## src/rtl/muxbus_pkg.sv

```systemverilog
package muxbus_pkg;

    typedef enum logic [2:0] {
        ST_IDLE,
        ST_T1,
        ST_T2,
        ST_TW,
        ST_T3,
        ST_HELD
    } bus_state_t;

    localparam logic [1:0] STAT_NONE  = 2'b00;
    localparam logic [1:0] STAT_WRITE = 2'b01;
    localparam logic [1:0] STAT_READ  = 2'b10;

    typedef struct packed {
        logic write;
        logic io;
    } bus_op_t;

endpackage

```

## src/rtl/muxbus_fsm.sv

```systemverilog
module muxbus_fsm
    import muxbus_pkg::*;
(
    input  logic       clk,
    input  logic       rst_n,
    input  logic       req_valid,
    input  logic       ready,
    input  logic       hold,
    output bus_state_t state,
    output logic       load_req
);

    bus_state_t state_nx;

    // State register
    always_ff @(posedge clk or negedge rst_n) begin
        if (!rst_n) begin
            state <= ST_IDLE;
        end else begin
            state <= state_nx;
        end
    end

    // Next-state logic
    always_comb begin
        state_nx = state;
        load_req = 1'b0;
        unique case (state)
            ST_IDLE: begin
                if (hold) begin
                    state_nx = ST_HELD;
                end else if (req_valid) begin
                    state_nx = ST_T1;
                    load_req = 1'b1;
                end
            end
            ST_T1:   state_nx = ST_T2;
            ST_T2,
            ST_TW:   state_nx = ready ? ST_T3 : ST_TW;
            ST_T3:   state_nx = hold ? ST_HELD : ST_IDLE;
            ST_HELD: state_nx = hold ? ST_HELD : ST_IDLE;
            default: state_nx = ST_IDLE;
        endcase
    end

    // T1 follows only an accepted request in idle
    assert_t1_entry_R3: assert property (@(posedge clk) disable iff (!rst_n)
        (state == ST_T1) |-> ($past(state) == ST_IDLE && $past(req_valid) && !$past(hold)));

    // A wait state follows only a low ready sample at the end of T2 or a wait state
    assert_wait_entry_R7: assert property (@(posedge clk) disable iff (!rst_n)
        (state == ST_TW) |-> (!$past(ready) &&
                              ($past(state) == ST_T2 || $past(state) == ST_TW)));

    // A dropped hold returns the sequencer to idle
    assert_hold_exit_R11: assert property (@(posedge clk) disable iff (!rst_n)
        (state == ST_HELD && !hold) |=> (state == ST_IDLE));

    // Hold never cuts a transfer short
    assert_hold_after_t3_R10: assert property (@(posedge clk) disable iff (!rst_n)
        $rose(state == ST_HELD) |-> ($past(state) == ST_IDLE || $past(state) == ST_T3));

endmodule

```

## src/rtl/muxbus_req_latch.sv

```systemverilog
module muxbus_req_latch
    import muxbus_pkg::*;
#(
    parameter int ADDR_W = 16,
    parameter int DATA_W = 8
) (
    input  logic              clk,
    input  logic              rst_n,
    input  logic              load,
    input  logic [ADDR_W-1:0] addr_in,
    input  logic [DATA_W-1:0] wdata_in,
    input  logic              write_in,
    input  logic              io_in,
    output logic [ADDR_W-1:0] addr_q,
    output logic [DATA_W-1:0] wdata_q,
    output bus_op_t           op_q
);

    always_ff @(posedge clk or negedge rst_n) begin
        if (!rst_n) begin
            addr_q  <= '0;
            wdata_q <= '0;
            op_q    <= '0;
        end else if (load) begin
            addr_q   <= addr_in;
            wdata_q  <= wdata_in;
            op_q.write <= write_in;
            op_q.io    <= io_in;
        end
    end

endmodule

```

## src/rtl/muxbus_drive.sv

```systemverilog
module muxbus_drive
    import muxbus_pkg::*;
#(
    parameter int ADDR_W = 16,
    parameter int DATA_W = 8,
    localparam int HI_W  = ADDR_W - DATA_W
) (
    input  logic              clk,
    input  logic              rst_n,
    input  bus_state_t        state,
    input  logic [ADDR_W-1:0] addr_q,
    input  logic [DATA_W-1:0] wdata_q,
    input  bus_op_t           op_q,
    input  logic [DATA_W-1:0] ad_in,
    output logic [HI_W-1:0]   addr_hi,
    output logic              addr_hi_oe,
    output logic [DATA_W-1:0] ad_out,
    output logic              ad_oe,
    output logic              ale,
    output logic              rd_n,
    output logic              wr_n,
    output logic              io_m,
    output logic [1:0]        stat,
    output logic              ctl_oe,
    output logic              hlda,
    output logic              done,
    output logic [DATA_W-1:0] rdata
);

    logic in_cycle;
    logic strobing;

    // Output decode
    always_comb begin
        in_cycle   = 1'b0;
        strobing   = 1'b0;
        ale        = 1'b0;
        done       = 1'b0;
        hlda       = 1'b0;
        ctl_oe     = rst_n;
        unique case (state)
            ST_IDLE: ;
            ST_T1: begin
                in_cycle = 1'b1;
                ale      = rst_n;
            end
            ST_T2,
            ST_TW: begin
                in_cycle = 1'b1;
                strobing = 1'b1;
            end
            ST_T3: begin
                in_cycle = 1'b1;
                strobing = 1'b1;
                done     = rst_n;
            end
            ST_HELD: begin
                hlda   = rst_n;
                ctl_oe = 1'b0;
            end
            default: ;
        endcase

        addr_hi    = addr_q[ADDR_W-1:DATA_W];
        addr_hi_oe = rst_n && in_cycle;
        ad_out     = (state == ST_T1) ? addr_q[DATA_W-1:0] : wdata_q;
        ad_oe      = rst_n && ((state == ST_T1) || (strobing && op_q.write));
        rd_n       = !(rst_n && strobing && !op_q.write);
        wr_n       = !(rst_n && strobing && op_q.write);
        io_m       = in_cycle && op_q.io;
        stat       = !in_cycle ? STAT_NONE : (op_q.write ? STAT_WRITE : STAT_READ);
        rdata      = (done && !op_q.write) ? ad_in : '0;
    end

    // Strobes never low together
    assert_strobe_excl_R5: assert property (@(posedge clk) disable iff (!rst_n)
        !(!rd_n && !wr_n));

    // Latch pulse lasts a single cycle
    assert_ale_single_R12: assert property (@(posedge clk) disable iff (!rst_n)
        ale |=> !ale);

    // Held bus floats every enable
    assert_hlda_float_R9: assert property (@(posedge clk) disable iff (!rst_n)
        hlda |-> (!ad_oe && !addr_hi_oe && !ctl_oe));

    // Completion only with an active strobe
    assert_done_strobe_R8: assert property (@(posedge clk) disable iff (!rst_n)
        done |-> (!rd_n || !wr_n));

    // Outputs released in reset
    always_comb begin
        if (!rst_n) begin
            assert_reset_float_R1: assert (!ad_oe && !addr_hi_oe && !ctl_oe && !hlda);
        end
    end

endmodule

```

## src/rtl/muxbus_ctrl.sv

```systemverilog
module muxbus_ctrl
    import muxbus_pkg::*;
#(
    parameter int ADDR_W = 16,
    parameter int DATA_W = 8,
    localparam int HI_W  = ADDR_W - DATA_W
) (
    input  logic              clk,
    input  logic              rst_n,
    input  logic              req_valid,
    input  logic              req_write,
    input  logic              req_io,
    input  logic [ADDR_W-1:0] req_addr,
    input  logic [DATA_W-1:0] req_wdata,
    output logic              req_done,
    output logic [DATA_W-1:0] req_rdata,
    output logic [HI_W-1:0]   bus_addr_hi,
    output logic              bus_addr_hi_oe,
    output logic [DATA_W-1:0] bus_ad_out,
    output logic              bus_ad_oe,
    input  logic [DATA_W-1:0] bus_ad_in,
    output logic              bus_ale,
    output logic              bus_rd_n,
    output logic              bus_wr_n,
    output logic              bus_io_m,
    output logic [1:0]        bus_stat,
    output logic              bus_ctl_oe,
    input  logic              bus_ready,
    input  logic              bus_hold,
    output logic              bus_hlda
);

    bus_state_t        state;
    logic              load_req;
    logic [ADDR_W-1:0] addr_q;
    logic [DATA_W-1:0] wdata_q;
    bus_op_t           op_q;

    muxbus_fsm u_fsm (
        .clk       (clk),
        .rst_n     (rst_n),
        .req_valid (req_valid),
        .ready     (bus_ready),
        .hold      (bus_hold),
        .state     (state),
        .load_req  (load_req)
    );

    muxbus_req_latch #(
        .ADDR_W (ADDR_W),
        .DATA_W (DATA_W)
    ) u_latch (
        .clk      (clk),
        .rst_n    (rst_n),
        .load     (load_req),
        .addr_in  (req_addr),
        .wdata_in (req_wdata),
        .write_in (req_write),
        .io_in    (req_io),
        .addr_q   (addr_q),
        .wdata_q  (wdata_q),
        .op_q     (op_q)
    );

    muxbus_drive #(
        .ADDR_W (ADDR_W),
        .DATA_W (DATA_W)
    ) u_drive (
        .clk        (clk),
        .rst_n      (rst_n),
        .state      (state),
        .addr_q     (addr_q),
        .wdata_q    (wdata_q),
        .op_q       (op_q),
        .ad_in      (bus_ad_in),
        .addr_hi    (bus_addr_hi),
        .addr_hi_oe (bus_addr_hi_oe),
        .ad_out     (bus_ad_out),
        .ad_oe      (bus_ad_oe),
        .ale        (bus_ale),
        .rd_n       (bus_rd_n),
        .wr_n       (bus_wr_n),
        .io_m       (bus_io_m),
        .stat       (bus_stat),
        .ctl_oe     (bus_ctl_oe),
        .hlda       (bus_hlda),
        .done       (req_done),
        .rdata      (req_rdata)
    );

endmodule

```

## config.mk

```make
export PLATFORM = sky130hd
export DESIGN_NAME = muxbus_ctrl
export DESIGN_NICKNAME = d
export VERILOG_FILES = /design/src/rtl/muxbus_pkg.sv /design/src/rtl/muxbus_fsm.sv /design/src/rtl/muxbus_req_latch.sv /design/src/rtl/muxbus_drive.sv /design/src/rtl/muxbus_ctrl.sv
export SDC_FILE = /design/constraint.sdc
export NUM_CORES = 1
export LEC_CHECK = 0
export BUFFER_PORTS_ARGS = -buffer_cell sky130_fd_sc_hd__buf_2
export CAP_MARGIN = 20
export CORE_ASPECT_RATIO = 2
export CORE_MARGIN = 2
export CORE_UTILIZATION = 45
export CTS_BUF_LIST = sky130_fd_sc_hd__clkbuf_16
export DETAILED_ROUTE_END_ITERATION = 12
export PLACE_DENSITY_LB_ADDON = 0.05
export SLEW_MARGIN = 25
export SYNTH_ARGS = -nofsm -noshare
export SYNTH_HDL_FRONTEND = slang
export SYNTH_SLANG_ARGS = --single-unit
```

## constraint.sdc

```tcl
create_clock -name clk -period 2.3 [get_ports clk]
set_input_delay 0.46 -clock clk [delete_from_list [all_inputs] [get_ports clk]]
set_output_delay 0.46 -clock clk [all_outputs]
set_load 0.1 [all_outputs]
```

==> metrics, run 1 <==
least setup slack across all paths after layout=0.130 ns; r2r startpoint=u_fsm.state[0]$_DFFE_PN0P_; mean number of vias per cell=5.13; gpl congestion=0.760; wire length of the first global-routing pass=5.36 mm; Antenna Violating Nets Remaining=0; WL final=3.21 mm; post-synth cell types=26; initial antenna violation count=0; Synth area leader=dfrtp_1; data arrival time at the worst-slack endpoint=1.71 ns; Final Critical Period=2.17 ns; H-Tree Depth=2; number of warnings reported in the yosys synthesis log=0; class of the most critical setup path=reg2out; highest attainable clock frequency=0.461 GHz; Setup Slack @ Placement=0.319 ns; total of cells resized after clock tree synthesis=0; final global-route overflow total=0; number of enable flip-flop cells after synthesis=0; Die W=44.2 um; wire length on met3=272 um; # hold bufs at CTS=0; worst slew margin relative to its limit=0.677; Critical Path Start Type=flop; worst-case register-to-register setup slack=0.52 ns; series of cell instances along the critical path=nor2_2 -> xnor2_1 -> and2_1 -> buf_2; Diodes inserted=0; pins over their slew limit=0; area share of the largest cell type after synthesis=0.500; met1 wire length=1.08 mm; final worst path period share=0.944; final hold vios=0; first drt pass iteration count=4; outcome=completed; FFs w/ async S/R, synth=1.00; Slowest-stage cell, CP=dfrtp_1; Setup TNS Final=0 ns; class of the worst hold path=in2async; area of the core region=3120 um2; MaxCap Viol Count=0; CTS tree=done; setup bufs post-CTS=0; number of global-route vias before repair=1185; average footprint of a synthesized cell=12.9 um2; CTS root buf=clkbuf_16; TritonCTS Buffers=5; post-detailed-placement half-perimeter wirelength=2.57 mm; cell area after synthesis=1450 um2; slew at the pin closest to its max-slew limit=0.488 ns; Critical Path Max Stage Delay=0.46 ns; unrepaired setup endpoints after global routing=false; cell types with the largest area share after synthesis=dfrtp_1, mux2_2, and2_1; largest clock skew in the final design=0.00400 ns; Post-Syn Nets=152; required arrival time at the worst endpoint=1.84 ns; Die Footprint=3730 um2; final setup fails=0; highest metal layer with signal wires=met4; share of the core filled with cells=0.738; initial drt markers=7; ranking of synthesized cells by instance count=mux2_2, dfrtp_1, and2_1, buf_4; dominant register cell in the synthesized netlist=dfrtp_1; number of I/O port buffers=73; Clock Latency Late Sink=0.27 ns; maximum clock path buffer count=2; detailed-routed wire length on met2=1.80 mm; routed len/inst=14.6 um; Total Routing Usage GR=0.200; clk sink count=29; pin count of the biggest net entering global routing=21; total number of placement rows=29; sequential element share of the synthesized area=0.500; area delta synth->final=58.6%; flip-flop and latch count after synthesis=29; vias=1124; synthesized instance count=113; share of final-layout standard cells stronger than drive strength 1=0.681; clock transition time at the flip-flop clock pins of the worst setup and hold paths=0.05 ns; effective utilization at floorplan=0.466; worst r2r path cells=4; net total in the final layout=226; cell with the most instances after synthesis=mux2_2; element type at the critical path end=output port; total I/O pin count=74; Critical Path Fanout Max=7; count of unresolved DRC violations after routing=0; Worst R2R End=u_latch.addr_q[2]$_DFFE_PN0P_; Die Height=84.4 um
[registers in the layout, indices dropped and copies added, names as in the netlist]
signal,cells
u_latch.op_q,2
u_latch.wdata_q,8
u_fsm.state,3
u_latch.addr_q,16
[cells by family (layout without fill, tap and decap cells)]
kind of cell              after synthesis  in the layout  synth area share
and+or+nand+nor                        28             28             0.120
xor gates and xnor gates                1              1           0.00603
buffers and inverters                  15             90            0.0775
DFF                                    29             29             0.500
muxes                                  35             35             0.273
AOI/OAI and AO/OA                       5              5            0.0241
[how the worst max path moves through the flow]
stage / end / slack (ns) / cells past startpoint / startpoint
after floorplan: bus_ad_oe / -0.20 / 4 / u_fsm.state[2]$_DFFE_PN0P_
after global placement: bus_wr_n / 0.34 / 5 / rst_n
after detailed placement: bus_wr_n / 0.32 / 5 / rst_n
after CTS: bus_wr_n / 0.09 / 3 / u_fsm.state[2]$_DFFE_PN0P_
after global routing: bus_io_m / 0.005 / 4 / u_fsm.state[0]$_DFFE_PN0P_
final: bus_io_m / 0.13 / 4 / u_fsm.state[0]$_DFFE_PN0P_
[per-layer routing]
metal  global-route usage  vias to the layer above
met2                0.344                       56
met4               0.0992                        0
met5                    0                        -
li1                     -                      531
met1                0.202                      530
met3               0.0710                        7
[per-stage QoR]
stage	hold slack, ns	instances	area, um2
finish	0.134	219	2300
global placement	0.430	211	2160
CTS	0.134	219	2300
floorplan	0.164	113	1470
global route	0.150	219	2300
detailed placement	0.425	211	2160
[cells in the final DEF, fill, tap and decap left out, types with 2 or more instances in the layout]
cell	count
clkbuf_4	2
dfrtp_1	28
and2_1	11
nor2_2	2
nand2_1	3
buf_2	49
buf_4	5
clkbuf_16	5
buf_12	23
clkinv_1	2
inv_1	3
mux2_2	33
[final cells by class]
type,count,area (um2)
well taps,31,38.8
repair buffers,79,758
flip-flops and latches,29,727
fillers,228,817
inverters,3,11.3
clock buffers,5,125
clock inverters,3,12.5
multi-input cells,69,631
[critical path, delay by kind of cell (launching register included)]
| family | cells | cell delay, ns |
|---|---|---|
| XOR/XNOR | 1 | 0.18 |
| buffers and inverters | 1 | 0.42 |
| flip-flops | 1 | 0.46 |
| AND/OR/NAND/NOR | 2 | 0.38 |
Power of run 1 is left out: the tool's default activity adds up to more than one toggle a clock period on the data nets, which glitch-free logic cannot reach.
==> run 2, diff against run 1 <==
Settings changed: CORE_MARGIN 2 to 1.5.
==> run 2 against run 1 <==
First-iteration DRC count increased by 14%. Via count grew 0.44%. Flip-flop and latch count unchanged. Fmax is 2.1% lower. Wire length increased by 0.12%. Core utilization down 0.88 points. Clock skew down 0.0021 ns. Register-to-register slack better by 0.08 ns. Count of clock-buffer cells in the layout did not move. Design area down 1.2%. Final cell count up 0.91%. Critical endpoint is now bus_ad_out[2].
==> metrics, run 2 (same netlist as run 1, synthesis figures left out) <==
outcome=completed; gpl congestion=0.756; final setup fails=0; pins over their slew limit=0; area delta synth->final=56.7%; count of unresolved DRC violations after routing=0; Fin Hold WS=0.0157 ns; share of the core filled with cells=0.729; Die Height=83.4 um; MaxCap Viol Count=0; effective utilization at floorplan=0.466; total of cells resized after clock tree synthesis=0; pin count of the biggest net entering global routing=16; mean number of vias per cell=5.11; clk sink count=29; CTS tree=done; Diodes inserted=0; registers with the highest flip-flop counts=u_latch.addr_q: 16 flops, u_latch.wdata_q: 8 flops, u_fsm.state: 3 flops; TritonCTS Buffers=5; register name with the most flops=u_latch.addr_q; WL final=3.21 mm; total of fill cells in the finished design=243; worst setup path startpoint=u_fsm.state[2]$_DFFE_PN0P_; r2r startpoint=u_fsm.state[2]$_DFFE_PN0P_; total I/O pin count=74; element type at the critical path end=output port; clock transition time at the flip-flop clock pins of the worst setup and hold paths=0.05 ns; final hold vios=0; number of I/O port buffers=73; initial antenna violation count=0; Critical Path Fanout Max=6; max FFs per register=16; wire length of the first global-routing pass=5.46 mm; final worst path period share=0.964; # hold bufs at CTS=0; class of the most critical setup path=reg2out; post-detailed-placement half-perimeter wirelength=2.60 mm; initial drt markers=8; number of global-route vias before repair=1233; net total in the final layout=229; share of final-layout standard cells stronger than drive strength 1=0.679; vias=1129; Critical Path Start Type=flop; Antenna Violating Nets Remaining=0; worst slew margin relative to its limit=0.676; routed len/inst=14.5 um; Clock Latency Late Sink=0.27 ns; class of the worst hold path=in2async; Final Critical Period=2.22 ns; Total Routing Usage GR=0.201; most frequent cells in the layout=buf_2, mux2_2, dfrtp_1; unrepaired setup endpoints after global routing=false; setup bufs post-CTS=0; Die W=43.2 um; maximum clock path buffer count=2; Die Footprint=3600 um2; most frequent standard cell in the layout excluding fill and tap cells=buf_2; required arrival time at the worst endpoint=1.84 ns; highest attainable clock frequency=0.451 GHz; H-Tree Depth=2; data arrival time at the worst-slack endpoint=1.76 ns; largest clock skew in the final design=0.00189 ns; final global-route overflow total=0; CTS root buf=clkbuf_16; area of the core region=3120 um2; first drt pass iteration count=4; total number of placement rows=29; slew at the pin closest to its max-slew limit=0.490 ns
run 2: routing by layer:
| metal | up-vias | share of wire | global-route usage |
|---|---|---|---|
| met2 | 53 | 0.58 | 0.358 |
| met4 | 0 | 0.021 | 0.0826 |
| met5 | - | 0 | 0 |
| met1 | 536 | 0.33 | 0.212 |
| li1 | 534 | - | - |
| met3 | 6 | 0.069 | 0.0522 |
run 2: area by class of cell:
cell class | count | area (um2) | share of cell area
multi-input cells | 69 | 637 | 0.280
clock buffers | 5 | 125 | 0.0550
clock inverters | 2 | 7.51 | 0.00330
inverters | 3 | 11.3 | 0.00495
well taps | 31 | 38.8 | 0.0170
flip-flops and latches | 29 | 726 | 0.319
repair buffers | 82 | 731 | 0.321
run 2: stage by stage:
step                      cells  setup TNS [ns]  area, um2  worst slack (ns)
after CTS                   221               0       2260            0.0191
after floorplan             113          -0.274       1470            -0.199
final                       221               0       2280            0.0824
after global placement      214               0       2120             0.330
after global routing        221               0       2280           0.00153
after detailed placement    214               0       2120             0.304
run 2: final timing paths:
path,depth (start not counted),slack [ns],endpoint
worst max-delay path,4,0.08,bus_ad_out[2]
worst min-delay path,1,0.02,u_latch.op_q[0]$_DFFE_PN0P_
worst max register to register,5,0.60,u_latch.addr_q[13]$_DFFE_PN0P_
worst min register to register,1,0.49,u_latch.addr_q[8]$_DFFE_PN0P_
max in group asynchronous,2,1.86,u_latch.addr_q[5]$_DFFE_PN0P_
min in group clk,2,0.42,u_latch.addr_q[8]$_DFFE_PN0P_
run 2: critical path, cell delays in order, from the launching register on:
cell and delay, ns:
dfrtp_1 0.45, nor3b_4 0.30, buf_4 0.20, mux2_2 0.36
buf_12 0.17
Power of run 2 is left out for the same reason.
